[src/rtl/sreg_pkg.sv]
package sreg_pkg;

  typedef struct packed {
    logic csb;
    logic sclk;
    logic sdi;
  } pins_t;

  localparam pins_t PINS_IDLE = '{csb: 1'b1, sclk: 1'b0, sdi: 1'b0};

endpackage

[src/rtl/sreg_sync.sv]
module sreg_sync #(
  parameter int              WIDTH   = 3,
  parameter int              STAGES  = 2,
  parameter logic [WIDTH-1:0] RST_VAL = '0
) (
  input  logic             clk,
  input  logic             rst_n,
  input  logic [WIDTH-1:0] d,
  output logic [WIDTH-1:0] q
);

  logic [WIDTH-1:0] stage_q [STAGES];

  for (genvar g = 0; g < STAGES; g++) begin : g_stage
    if (g == 0) begin : g_first
      always_ff @(posedge clk or negedge rst_n) begin
        if (!rst_n) stage_q[g] <= RST_VAL;
        else        stage_q[g] <= d;
      end
    end else begin : g_rest
      always_ff @(posedge clk or negedge rst_n) begin
        if (!rst_n) stage_q[g] <= RST_VAL;
        else        stage_q[g] <= stage_q[g-1];
      end
    end
  end

  assign q = stage_q[STAGES-1];

endmodule

[src/rtl/sreg_frame.sv]
module sreg_frame #(
  parameter int ADDR_W = 7,
  parameter int DATA_W = 8
) (
  input  logic              clk,
  input  logic              rst_n,
  input  logic              csb_s,
  input  logic              sdi_s,
  input  logic              sclk_rise,
  output logic [ADDR_W-1:0] reg_addr,
  output logic [DATA_W-1:0] reg_wdata,
  output logic              reg_we,
  output logic              reg_re,
  output logic              is_read
);

  localparam int FRAME_LEN = 1 + ADDR_W + DATA_W;
  localparam int CNT_W     = $clog2(FRAME_LEN + 1);
  localparam logic [CNT_W-1:0] ADDR_END_C = CNT_W'(1 + ADDR_W);
  localparam logic [CNT_W-1:0] LAST_C     = CNT_W'(FRAME_LEN - 1);
  localparam logic [CNT_W-1:0] FULL_C     = CNT_W'(FRAME_LEN);

  logic [CNT_W-1:0]  cnt_q, cnt_d;
  logic              rw_q, rw_d;
  logic [ADDR_W-1:0] addr_q, addr_d;
  logic [DATA_W-1:0] wdata_q, wdata_d;
  logic              fetched_q, fetched_d;
  logic              wr_pend_q, wr_pend_d;
  logic              we_q, we_d;
  logic              re_q, re_d;

  always_comb begin
    cnt_d     = cnt_q;
    rw_d      = rw_q;
    addr_d    = addr_q;
    wdata_d   = wdata_q;
    fetched_d = fetched_q;
    wr_pend_d = 1'b0;
    re_d      = 1'b0;
    if (csb_s) begin
      cnt_d     = '0;
      rw_d      = 1'b0;
      fetched_d = 1'b0;
    end else begin
      if (sclk_rise && (cnt_q != FULL_C)) begin
        cnt_d = cnt_q + 1'b1;
        if (cnt_q == '0)            rw_d    = sdi_s;
        else if (cnt_q < ADDR_END_C) addr_d  = {sdi_s, addr_q[ADDR_W-1:1]};
        else                        wdata_d = {sdi_s, wdata_q[DATA_W-1:1]};
        if ((cnt_q == LAST_C) && !rw_q) wr_pend_d = 1'b1;
      end
      if ((cnt_q == ADDR_END_C) && rw_q && !fetched_q) begin
        re_d      = 1'b1;
        fetched_d = 1'b1;
      end
    end
    we_d = wr_pend_q && !csb_s;
  end

  always_ff @(posedge clk or negedge rst_n) begin
    if (!rst_n) begin
      cnt_q     <= '0;
      rw_q      <= 1'b0;
      addr_q    <= '0;
      wdata_q   <= '0;
      fetched_q <= 1'b0;
      wr_pend_q <= 1'b0;
      we_q      <= 1'b0;
      re_q      <= 1'b0;
    end else begin
      cnt_q     <= cnt_d;
      rw_q      <= rw_d;
      addr_q    <= addr_d;
      wdata_q   <= wdata_d;
      fetched_q <= fetched_d;
      wr_pend_q <= wr_pend_d;
      we_q      <= we_d;
      re_q      <= re_d;
    end
  end

  assign reg_addr  = addr_q;
  assign reg_wdata = wdata_q;
  assign reg_we    = we_q;
  assign reg_re    = re_q;
  assign is_read   = rw_q;

  // Cycles spent with the address field complete (checker support).
  logic [1:0] age_q;
  always_ff @(posedge clk or negedge rst_n) begin
    if (!rst_n)                  age_q <= '0;
    else if (cnt_q != ADDR_END_C) age_q <= '0;
    else if (age_q != 2'd3)      age_q <= age_q + 2'd1;
  end

  // strobe only once a whole write frame is held
  p_we_full_frame_r3: assert property (@(posedge clk) disable iff (!rst_n)
    reg_we |-> ((cnt_q == FULL_C) && !rw_q));

  // strobe lasts one cycle
  p_we_pulse_r3: assert property (@(posedge clk) disable iff (!rst_n)
    reg_we |=> !reg_we);

  // fetch started within three cycles of address completion
  p_fetch_window_r4: assert property (@(posedge clk) disable iff (!rst_n)
    ((cnt_q == ADDR_END_C) && rw_q && (age_q == 2'd3)) |-> fetched_q);

  // fetch strobe lasts one cycle
  p_re_pulse_r4: assert property (@(posedge clk) disable iff (!rst_n)
    reg_re |=> !reg_re);

  // no edges counted while deselected
  p_idle_count_r9: assert property (@(posedge clk) disable iff (!rst_n)
    csb_s |=> (cnt_q == '0));

endmodule

[src/rtl/sreg_sdo.sv]
module sreg_sdo #(
  parameter int DATA_W = 8
) (
  input  logic              clk,
  input  logic              rst_n,
  input  logic              csb_s,
  input  logic              sclk_rise,
  input  logic              sclk_fall,
  input  logic              clke,
  input  logic              load,
  input  logic [DATA_W-1:0] load_data,
  output logic              sdo,
  output logic              sdo_oe
);

  localparam int LEFT_W = $clog2(DATA_W + 1);
  localparam logic [LEFT_W-1:0] LOAD_C = LEFT_W'(DATA_W);

  logic [DATA_W-1:0] shreg_q, shreg_d;
  logic [LEFT_W-1:0] left_q, left_d;
  logic              sdo_q, sdo_d;
  logic              oe_q, oe_d;
  logic              launch;

  assign launch = clke ? sclk_fall : sclk_rise;

  always_comb begin
    shreg_d = shreg_q;
    left_d  = left_q;
    sdo_d   = sdo_q;
    oe_d    = oe_q;
    if (csb_s) begin
      left_d = '0;
      oe_d   = 1'b0;
    end else if (load) begin
      shreg_d = load_data;
      left_d  = LOAD_C;
    end else if (launch && (left_q != '0)) begin
      sdo_d   = shreg_q[0];
      shreg_d = shreg_q >> 1;
      left_d  = left_q - 1'b1;
      oe_d    = 1'b1;
    end
  end

  always_ff @(posedge clk or negedge rst_n) begin
    if (!rst_n) begin
      shreg_q <= '0;
      left_q  <= '0;
      sdo_q   <= 1'b0;
      oe_q    <= 1'b0;
    end else begin
      shreg_q <= shreg_d;
      left_q  <= left_d;
      sdo_q   <= sdo_d;
      oe_q    <= oe_d;
    end
  end

  assign sdo    = sdo_q;
  assign sdo_oe = oe_q;

  // R5 (and R6): a driven bit changes only after the selected launch edge
  p_sdo_on_edge_r5: assert property (@(posedge clk) disable iff (!rst_n)
    (sdo_oe && $past(sdo_oe) && (sdo != $past(sdo))) |-> $past(launch));

  // R6 (and R5): driving starts only at a launch edge
  p_oe_start_r6: assert property (@(posedge clk) disable iff (!rst_n)
    $rose(sdo_oe) |-> $past(launch));

  // deselect releases the line
  p_oe_release_r7: assert property (@(posedge clk) disable iff (!rst_n)
    csb_s |=> !sdo_oe);

endmodule

[src/rtl/sreg_slave.sv]
module sreg_slave #(
  parameter int ADDR_W = 7,
  parameter int DATA_W = 8
) (
  input  logic              clk,
  input  logic              rst_n,
  input  logic              csb,
  input  logic              sclk,
  input  logic              sdi,
  input  logic              clke,
  output logic              sdo,
  output logic              sdo_oe,
  output logic [ADDR_W-1:0] reg_addr,
  output logic [DATA_W-1:0] reg_wdata,
  output logic              reg_we,
  output logic              reg_re,
  input  logic [DATA_W-1:0] reg_rdata
);

  import sreg_pkg::*;

  localparam int SYNC_STAGES = 2;

  logic [1:0] rst_pipe_q;
  logic       rst_n_int;

  always_ff @(posedge clk or negedge rst_n) begin
    if (!rst_n) rst_pipe_q <= 2'b00;
    else        rst_pipe_q <= {rst_pipe_q[0], 1'b1};
  end
  assign rst_n_int = rst_pipe_q[1];

  pins_t pins_raw, pins_s;
  assign pins_raw = '{csb: csb, sclk: sclk, sdi: sdi};

  sreg_sync #(
    .WIDTH  ($bits(pins_t)),
    .STAGES (SYNC_STAGES),
    .RST_VAL(PINS_IDLE)
  ) u_sync (
    .clk  (clk),
    .rst_n(rst_n_int),
    .d    (pins_raw),
    .q    (pins_s)
  );

  logic sclk_prev_q;
  logic sclk_rise, sclk_fall;

  always_ff @(posedge clk or negedge rst_n_int) begin
    if (!rst_n_int) sclk_prev_q <= 1'b0;
    else            sclk_prev_q <= pins_s.sclk;
  end
  assign sclk_rise =  pins_s.sclk && !sclk_prev_q;
  assign sclk_fall = !pins_s.sclk &&  sclk_prev_q;

  logic is_read;

  sreg_frame #(
    .ADDR_W(ADDR_W),
    .DATA_W(DATA_W)
  ) u_frame (
    .clk      (clk),
    .rst_n    (rst_n_int),
    .csb_s    (pins_s.csb),
    .sdi_s    (pins_s.sdi),
    .sclk_rise(sclk_rise),
    .reg_addr (reg_addr),
    .reg_wdata(reg_wdata),
    .reg_we   (reg_we),
    .reg_re   (reg_re),
    .is_read  (is_read)
  );

  sreg_sdo #(
    .DATA_W(DATA_W)
  ) u_sdo (
    .clk      (clk),
    .rst_n    (rst_n_int),
    .csb_s    (pins_s.csb),
    .sclk_rise(sclk_rise),
    .sclk_fall(sclk_fall),
    .clke     (clke),
    .load     (reg_re),
    .load_data(reg_rdata),
    .sdo      (sdo),
    .sdo_oe   (sdo_oe)
  );

  // the line is driven only inside a read frame
  p_oe_read_only_r7: assert property (@(posedge clk) disable iff (!rst_n_int)
    sdo_oe |-> is_read);

  // strobes and drive stay off while reset is held internally
  p_reset_quiet_r1: assert property (@(posedge clk)
    !rst_n_int |-> (!sdo_oe && !reg_we && !reg_re));

  // read fetch and write strobe never coincide
  p_strobe_excl_r3: assert property (@(posedge clk) disable iff (!rst_n_int)
    !(reg_we && reg_re));

endmodule

[config.mk]
export PLATFORM = sky130hd
export DESIGN_NAME = sreg_slave
export DESIGN_NICKNAME = d
export VERILOG_FILES = /design/src/rtl/sreg_pkg.sv /design/src/rtl/sreg_sync.sv /design/src/rtl/sreg_frame.sv /design/src/rtl/sreg_sdo.sv /design/src/rtl/sreg_slave.sv
export SDC_FILE = /design/constraint.sdc
export NUM_CORES = 1
export LEC_CHECK = 0
export CORE_ASPECT_RATIO = 1.1
export CORE_MARGIN = 3
export CORE_UTILIZATION = 53
export DETAILED_ROUTE_END_ITERATION = 10
export PLACE_DENSITY = 0.79
export REMOVE_ABC_BUFFERS = 1
export SETUP_SLACK_MARGIN = 0.1
export SYNTH_ARGS = -nofsm -noshare
export SYNTH_HDL_FRONTEND = slang
export SYNTH_SLANG_ARGS = --single-unit
[constraint.sdc]
create_clock -name clk -period 1.7 [get_ports clk]
set_input_delay 0.425 -clock clk [delete_from_list [all_inputs] [get_ports clk]]
set_output_delay 0.425 -clock clk [all_outputs]
set_load 0.01 [all_outputs]
## Word-level counts from Yosys, hierarchy flattened

Index checks and enable logic that the tools add are counted.
W data, S select, Z words.

- Register bits after elaboration: 48
- Output and inout port bits: 19

- $add $sub $neg: 2
- Order comparisons: 1
- Eq/ne operators: 4
- Multiplexer cells: 21
- Bitwise gates (word level): 4
- Reductions and logical operators: 27

Operators with widths:

| operator | count |
|---|---|
| $mux W8 | 2 |
| $mux W1 | 14 |
| $mux W4 | 3 |
| $eq A5 B4 Y1 const B | 2 |
| $mux W5 | 2 |
| $reduce_bool A2 Y1 | 5 |
| $logic_and A1 B1 Y1 | 8 |
| $reduce_and A4 Y1 | 2 |
| $reduce_and A2 Y1 | 3 |
| $add A5 B1 Y5 const B | 1 |
| $logic_not A1 Y1 | 5 |
| $logic_not A5 Y1 | 1 |
| $lt A5 B4 Y1 const B | 1 |
| $ne A5 B5 Y1 const B | 1 |
| $not A1 Y1 | 4 |
| $reduce_bool A4 Y1 | 1 |
| $sub A4 B1 Y4 const B | 1 |
| $reduce_and A3 Y1 | 1 |
| $reduce_bool A3 Y1 | 1 |
| $ne A2 B2 Y1 const B | 1 |

## Logic depth before layout (Yosys ltp)

Gate-level depths: netlist of the first run.

- Depth in word-level cells: 7
- Mapped depth: 6
- Gate-level depth less buffers: 5

## Modules after synthesis

Synthesis of the first run repeated with hierarchy kept, for this count alone.

- Cells, all modules: 166
- Area total of the unflattened synthesis: 2064.5 um^2

By module, submodules not included:

| module | times used | cells each | area an instance (um^2) |
|---|---|---|---|
| sreg_frame | 1 | 82 | 1084.8 |
| sreg_sdo | 1 | 69 | 710.7 |
| sreg_sync | 1 | 9 | 175.2 |
| sreg_slave | 1 | 6 | 93.8 |

## Least setup slack after synthesis of the first run

OpenSTA, ideal clock, no wires.

- Path kind: register to register
- Start point: reg u_sdo.left_q[0]
- End point: reg u_sdo.sdo_q, in the netlist u_sdo.sdo
- Arrival: 1654 ps
- Data required time: 1575 ps
- Setup slack: -79 ps
- Cell stages (with the launch flop): 7
- Buffers on the path: 1
- Period minus slack after synthesis: 1779 ps
- Cell sequence: dfrtp_1 inv_1 ha_1 or3b_2 buf_2 o211ai_1 mux2_2

- Longest elaborated chain between the ends: 3

Ends and longest elaborated chain:

| element | line | text |
|---|---|---|
| start: declaration | sreg_sdo.sv:20 | `logic [LEFT_W-1:0] left_q, left_d;` |
| start signal: assignment | sreg_sdo.sv:54 | `left_q <= left_d;` |
| $reduce_bool A4 Y1 | sreg_sdo.sv:38 | `end else if (launch && (left_q != '0)) begin` |
| $logic_and A1 B1 Y1 | sreg_sdo.sv:38 |  |
| $reduce_and A3 Y1 (no line) | -- |  |
| end signal: assignment | sreg_sdo.sv:55 | `sdo_q <= sdo_d;` |
| end: declaration | sreg_sdo.sv:21 | `logic sdo_q, sdo_d;` |

Every way passes these cells.
A chain may end at the register's enable or synchronous reset.

## Worst setup path after layout of the first run

- Start point: reg u_sdo.sdo_q, in the netlist u_sdo.sdo
- End point: out sdo

RTL lines:

| element | line | text |
|---|---|---|
| end: declaration | sreg_slave.sv:11 | `output logic sdo,` |

No word-level cell between the ends.

==> impl_metrics.env, run 1 <==
export IMPL_status="finished, final reports clean"
export IMPL_root_buffer="clkbuf_8"
export IMPL_die_area_um2=4790
export IMPL_setup_worst_path_start_class="flip-flop"
export IMPL_cp_depth=1
export IMPL_async_flop_share=1.00
export IMPL_r2r_cells=5
export IMPL_syn_area_um2=2120
export IMPL_synth_cells=177
export IMPL_required_ps=1270
export IMPL_dp_cells=272
export IMPL_yosys_warnings=0
export IMPL_critPathMaxStageDelay_ps=540
export IMPL_slew_viol_final=0
export IMPL_vias=1580
export IMPL_ant_nets=0
export IMPL_ys_flop_type="dfrtp_1"
export IMPL_area_growth_pct=34.9
export IMPL_io_pin_count=33
export IMPL_period_share=0.956
export IMPL_grt_ovfl_total=0
export IMPL_worst_slew_pin_slew_ps=545
export IMPL_arrival_ps=1200
export IMPL_final_layout_size_suffix_gt1_frac=0.288
export IMPL_io_buffers=32
export IMPL_grt_pass1_wl_mm=7.70
export IMPL_worst_r2r_setup_slack_ps=80
export IMPL_ys_seq_area_frac=0.569
export IMPL_cp_num_buf_inv=1
export IMPL_grt_busiest_layer="met2"
export IMPL_grt_util_met3=0.0464
export IMPL_fin_area_um2=2850
export IMPL_die_x_um=66.2
export IMPL_grt_pass1_vias=1654
export IMPL_rsz0062_at_grt="yes"
export IMPL_crit_family="buffers and inverters"
export IMPL_post_dp_cell_area_um2=2620
export IMPL_viasPerCell=5.58
export IMPL_cts_tree="done"
export IMPL_power_density_nw_per_um2=794
export IMPL_grt_antenna_before_repair=0
export IMPL_start_util=0.566
export IMPL_fin_cells=283
export IMPL_critPathMaxFanout=2
export IMPL_p_leak_uw=0.00136
export IMPL_utilization=0.763
export IMPL_worstSetupPathType="flip-flop to output pin"
export IMPL_final_common_cell="dfrtp_1"
export IMPL_fp_row_count=23
export IMPL_end_kind="output pin"
export IMPL_use_met2=0.363
export IMPL_crit_chain="clkdlybuf4s50_1"
export IMPL_cts_made_buffers=5
export IMPL_vdd_drop_max_mv=0.620
export IMPL_drt_iter0_markers=140
export IMPL_cts_sinks=48
export IMPL_slew_headroom=0.636
export IMPL_min_period_ps=1630
export IMPL_cp_slowest_cell="clkdlybuf4s50_1"
export IMPL_antenna_cells=0
export IMPL_min_path_type="flip-flop to asynchronous set/reset pin"
export IMPL_clk_latency_ps=300
export IMPL_cts_clk_slew_worst_paths_ps=90
export IMPL_grt_usage=0.211
export IMPL_syn_mean_instance_area_um2=12.0
export IMPL_core_um2=3740
export IMPL_cts_max_level=2
export IMPL_cts_path_max_buffers=2
export IMPL_synth_edf_count=0
export IMPL_gp_congestion=0.809
export IMPL_fmax_ghz=0.615
export IMPL_finalClockSkew_ps=10.2
export IMPL_place_hpwl_mm=3.31
export IMPL_first_pass_iters=4
export IMPL_max_cap_viol_count=0
export IMPL_hold_viol_final=0
export IMPL_fin_nets=251
export IMPL_post_route_drc_count=0
export IMPL_fp_dieH_um=72.3
export IMPL_setup_violations=0
export IMPL_ys_ff_latch=48
export IMPL_grtUsageMet1=0.265
export IMPL_final_cell_mix="dfrtp_1, buf_4, nand2_1"
export IMPL_routed_wl_mm=4.68
export IMPL_wire_per_inst_um=16.5
export IMPL_grt_max_degree=21
export IMPL_ys_types=39
-- metal layers --
layer	part of all wire	wire (um)
met3	0.036	169
met1	0.42	1970
met5	0	0
met4	0.014	65
met2	0.53	2480
-- registers in the layout, indices dropped and copies added (netlist names), 2 cells and up --
signal and flops:
u_frame.reg_wdata 8, u_sdo.shreg_q 8, u_frame.reg_addr 7, u_frame.cnt_q 5
u_sdo.left_q 4, u_sync.q 3, u_sync.stage_q 3, rst_pipe_q 2
-- final timing paths --
kind / from / end
worst max-delay path: u_sdo.sdo$_DFFE_PN0P_ / sdo
worst min-delay path: rst_pipe_q[1]$_DFF_PN0_ / u_frame.reg_addr[0]$_DFFE_PN0P_
worst max register to register: u_sdo.left_q[1]$_DFFE_PN0P_ / u_sdo.sdo$_DFFE_PN0P_
worst min register to register: rst_pipe_q[1]$_DFF_PN0_ / u_frame.reg_addr[0]$_DFFE_PN0P_
max in group asynchronous: rst_pipe_q[1]$_DFF_PN0_ / u_frame.reg_wdata[6]$_DFFE_PN0P_
min in group clk: u_sync.stage_q[3]$_DFF_PN0_ / u_sync.q[0]$_DFF_PN0_
-- stage by stage --
| step | worst slack (ps) | hold slack [ps] | TNS, ps | total power (uW) |
|---|---|---|---|---|
| 4_1_cts | 56.6 | 221 | 0 | 2250 |
| 5_1_grt | 31.0 | 239 | 0 | 2360 |
| 3_5_place_dp | -131 | 225 | -974 | 1480 |
| 2_1_floorplan | -66.6 | 129 | -722 | 1340 |
| 6_report | 74.7 | 204 | 0 | 2270 |
| 3_3_place_gp | -102 | 203 | -340 | 1470 |
-- cell type report --
class,count,area (um^2)
multi-input combinational,110,946
tap,50,62.6
clock inverter,1,30.0
timing repair buffer,56,493
clock buffer,7,76.3
sequential,48,1200
fill,269,887
inverter,11,41.3
-- Yosys cell counts (3+ instances only) --
cell type,number,share of area
dfrtp_1,46,0.54
nand2_1,19,0.034
mux2_2,16,0.085
inv_1,11,0.020
o211ai_1,9,0.032
o2111ai_1,8,0.033
a21oi_1,6,0.014
o21ai_0,6,0.014
clkbuf_1,5,0.0089
ha_1,5,0.030
nor2_1,4,0.0071
buf_2,3,0.0071
mux2i_1,3,0.014
nand3_1,3,0.0071
nor2b_1,3,0.0089
or3_1,3,0.0089
-- power breakdown --
group	total [uW]	internal, uW	leakage (uW)	switching (uW)
Clock	799	440	0.0000524	358
Combinational	239	137	0.000665	102
Sequential	1230	1180	0.000642	44.1
-- kinds of logic after synthesis --
logic type               Yosys count  synth area share
buffers and inverters             19            0.0355
multiplexers                      19            0.0993
flip-flops                        48             0.569
AND/OR/NAND/NOR                   49             0.143
AO/OA/AOI/OAI                     36             0.122
other                              1           0.00177
adder cells (fa/ha/maj)            5            0.0296
-- what timing repair did --
action | CTS | global route
setup endpoints to repair | 46 | 28
hold buffers | 0 | 0
resized for setup | 26 | 26
pin swaps | 3 | 5
buffers inserted | 0 | 3
No activity file was read; power rests on OpenSTA's default activity.
==> run 2: changes to the inputs <==
--- a/config.mk
+++ b/config.mk
@@ -8,6 +8,7 @@
 export CORE_ASPECT_RATIO = 1.1
 export CORE_MARGIN = 3
 export CORE_UTILIZATION = 53
+export CTS_CLUSTER_DIAMETER = 120
 export DETAILED_ROUTE_END_ITERATION = 10
 export PLACE_DENSITY = 0.79
 export REMOVE_ABC_BUFFERS = 1
==> results of run 2 <==
No change in the layout: final DEF, timing and power equal those of run 1.
==> run 3: changes to the inputs <==
--- a/config.mk
+++ b/config.mk
@@ -6,10 +6,11 @@
 export NUM_CORES = 1
 export LEC_CHECK = 0
 export CORE_ASPECT_RATIO = 1.1
-export CORE_MARGIN = 3
+export CORE_MARGIN = 4
 export CORE_UTILIZATION = 53
 export CTS_CLUSTER_DIAMETER = 120
 export DETAILED_ROUTE_END_ITERATION = 10
+export GPL_TIMING_DRIVEN = 0
 export PLACE_DENSITY = 0.79
 export REMOVE_ABC_BUFFERS = 1
 export SETUP_SLACK_MARGIN = 0.1
==> impl_metrics.env, run 3 (synthesis results as in run 1) <==
export IMPL_status="finished, final reports clean"
export IMPL_antenna_cells=0
export IMPL_hold_slack_ps=94.9
export IMPL_min_path_type="flip-flop to asynchronous set/reset pin"
export IMPL_start_util=0.566
export IMPL_cts_made_buffers=5
export IMPL_required_ps=1880
export IMPL_area_growth_pct=35.7
export IMPL_power_density_nw_per_um2=818
export IMPL_place_hpwl_mm=2.79
export IMPL_worst_r2r_setup_slack_ps=40
export IMPL_final_cell_mix="dfrtp_1, nand2_1, dlygate4sd2_1"
export IMPL_min_period_ps=1660
export IMPL_root_buffer="clkbuf_8"
export IMPL_io_pin_count=33
export IMPL_r2r_cells=5
export IMPL_cts_path_max_buffers=2
export IMPL_post_route_drc_count=0
export IMPL_internal_power_uw=1830
export IMPL_die_area_um2=5070
export IMPL_fmax_ghz=0.601
export IMPL_worstSetupPathType="flip-flop to flip-flop"
export IMPL_rsz0062_at_grt="yes"
export IMPL_crit_path_start="u_sdo.left_q[1]$_DFFE_PN0P_"
export IMPL_dp_cells=252
export IMPL_drt_iter0_markers=74
export IMPL_slew_viol_final=0
export IMPL_hold_viol_final=0
export IMPL_worst_slew_pin_slew_ps=584
export IMPL_fp_dieH_um=74.3
export IMPL_comb_power_share=0.101
export IMPL_critPathMaxFanout=6
export IMPL_arrival_ps=1850
export IMPL_ant_nets=0
export IMPL_gp_congestion=0.810
export IMPL_crit_family="simple AND/OR/NAND/NOR gates"
export IMPL_grt_max_degree=42
export IMPL_cp_depth=5
export IMPL_slew_headroom=0.610
export IMPL_cts_max_level=2
export IMPL_r2r_end="u_sdo.sdo$_DFFE_PN0P_"
export IMPL_clk_latency_ps=300
export IMPL_viasPerCell=5.83
export IMPL_grt_usage=0.219
export IMPL_grt_ovfl_total=0
export IMPL_grt_pass1_vias=1658
export IMPL_end_kind="flip-flop"
export IMPL_cp_slowest_cell="or3b_4"
export IMPL_setup_violations=0
export IMPL_finalClockSkew_ps=8.94
export IMPL_final_layout_size_suffix_gt1_frac=0.304
export IMPL_first_pass_iters=4
export IMPL_die_x_um=68.2
export IMPL_cp_num_buf_inv=1
export IMPL_p_switching_uw=518
export IMPL_p_leak_uw=0.00136
export IMPL_fin_nets=245
export IMPL_p_clk_frac=0.376
export IMPL_setup_worst_path_start_class="flip-flop"
export IMPL_fin_cells=277
export IMPL_grt_antenna_before_repair=0
export IMPL_crit_end="u_sdo.sdo$_DFFE_PN0P_"
export IMPL_io_buffers=32
export IMPL_critPathMaxStageDelay_ps=440
export IMPL_cts_clk_slew_worst_paths_ps=80
export IMPL_p_sw_frac=0.220
export IMPL_p_seq_frac=0.523
export IMPL_vias=1615
export IMPL_wire_per_inst_um=17.7
export IMPL_final_common_cell="dfrtp_1"
export IMPL_period_share=0.978
export IMPL_vdd_drop_max_mv=0.596
export IMPL_fp_row_count=23
export IMPL_r2r_start="u_sdo.left_q[1]$_DFFE_PN0P_"
export IMPL_max_cap_viol_count=0
export IMPL_cts_tree="done"
export IMPL_core_um2=3740
export IMPL_grt_pass1_wl_mm=8.17
export IMPL_crit_chain="inv_2, ha_1, or3b_4, o211ai_1, mux2_4"
export IMPL_cts_sinks=48
export IMPL_routed_wl_mm=4.91
-- run 3: changes by cell type in the layout (fill, tap and decap cells not counted), sizes merged --
cell / before / now
dlygate4sd2: 17 / 18
clkdlybuf4s50: 14 / 13
buf: 24 / 18
-- run 3: worst register-to-register path, cell delays in order, from the launching register on --
cell      delay, ps
dfrtp_1         410
inv_2            70
ha_1            120
or3b_4          440
o211ai_1        180
mux2_4          330
-- run 3: layer usage --
metal,GRT usage,share of wire,wire (um)
met1,0.272,0.40,1980
met4,0.0773,0.015,74
met5,0,0,0
met2,0.363,0.52,2560
met3,0.0665,0.060,293
-- run 3: how the worst min path moves through the flow --
stage,depth (start not counted),slack (ps),from,end
final,0,90,rst_pipe_q[1]$_DFF_PN0_,u_sdo.shreg_q[2]$_DFFE_PN0P_
after global routing,0,110,rst_pipe_q[1]$_DFF_PN0_,u_sdo.shreg_q[2]$_DFFE_PN0P_
after CTS,0,100,rst_pipe_q[1]$_DFF_PN0_,u_sdo.shreg_q[0]$_DFFE_PN0P_
after detailed placement,0,90,rst_pipe_q[1]$_DFF_PN0_,u_sdo.shreg_q[0]$_DFFE_PN0P_
after global placement,0,330,u_sync.stage_q[4]$_DFF_PN0_,u_sync.q[1]$_DFF_PN0_
after floorplan,0,130,rst_n,rst_pipe_q[0]$_DFF_PN0_
-- run 3: area by class of cell --
class | instances | area (um^2)
clock inverters | 1 | 30.0
well taps | 50 | 62.6
inverters | 11 | 41.3
repair buffers | 50 | 472
fillers | 240 | 870
flip-flops and latches | 48 | 1210
clock buffers | 7 | 96.3
multi-input cells | 110 | 960
-- run 3: what timing repair did --
item                                    4_1_cts  5_1_grt
pin swaps                                     3        6
resized for setup                            42       14
hold buffers                                  0        0
cloned                                        0        0
endpoints found under the setup margin       47       29
setup buffers                                13        4
-- run 3: power groups by stage --
| stage | Sequential (uW) | Combinational [uW] | Clock (uW) |
|---|---|---|---|
| finish | 1230 | 236 | 883 |
| global route | 1240 | 256 | 959 |
| CTS | 1230 | 223 | 901 |
| detailed placement | 1250 | 210 | 0 |
| global placement | 1260 | 180 | 0 |
| floorplan | 1260 | 74.0 | 0 |
-- run 3: through the flow --
| step | utilization | area [um^2] | power [uW] | setup slack (ps) | TNS [ps] |
|---|---|---|---|---|---|
| after floorplan | - | 2080 | 1340 | -66.6 | -722 |
| after global placement | 0.659 | 2460 | 1440 | -867 | -18130 |
| after detailed placement | 0.665 | 2490 | 1460 | -895 | -14590 |
| after CTS | 0.742 | 2780 | 2350 | 35.3 | 0 |
| after global routing | 0.768 | 2870 | 2450 | -20.0 | -123 |
| final | 0.768 | 2870 | 2350 | 36.9 | 0 |
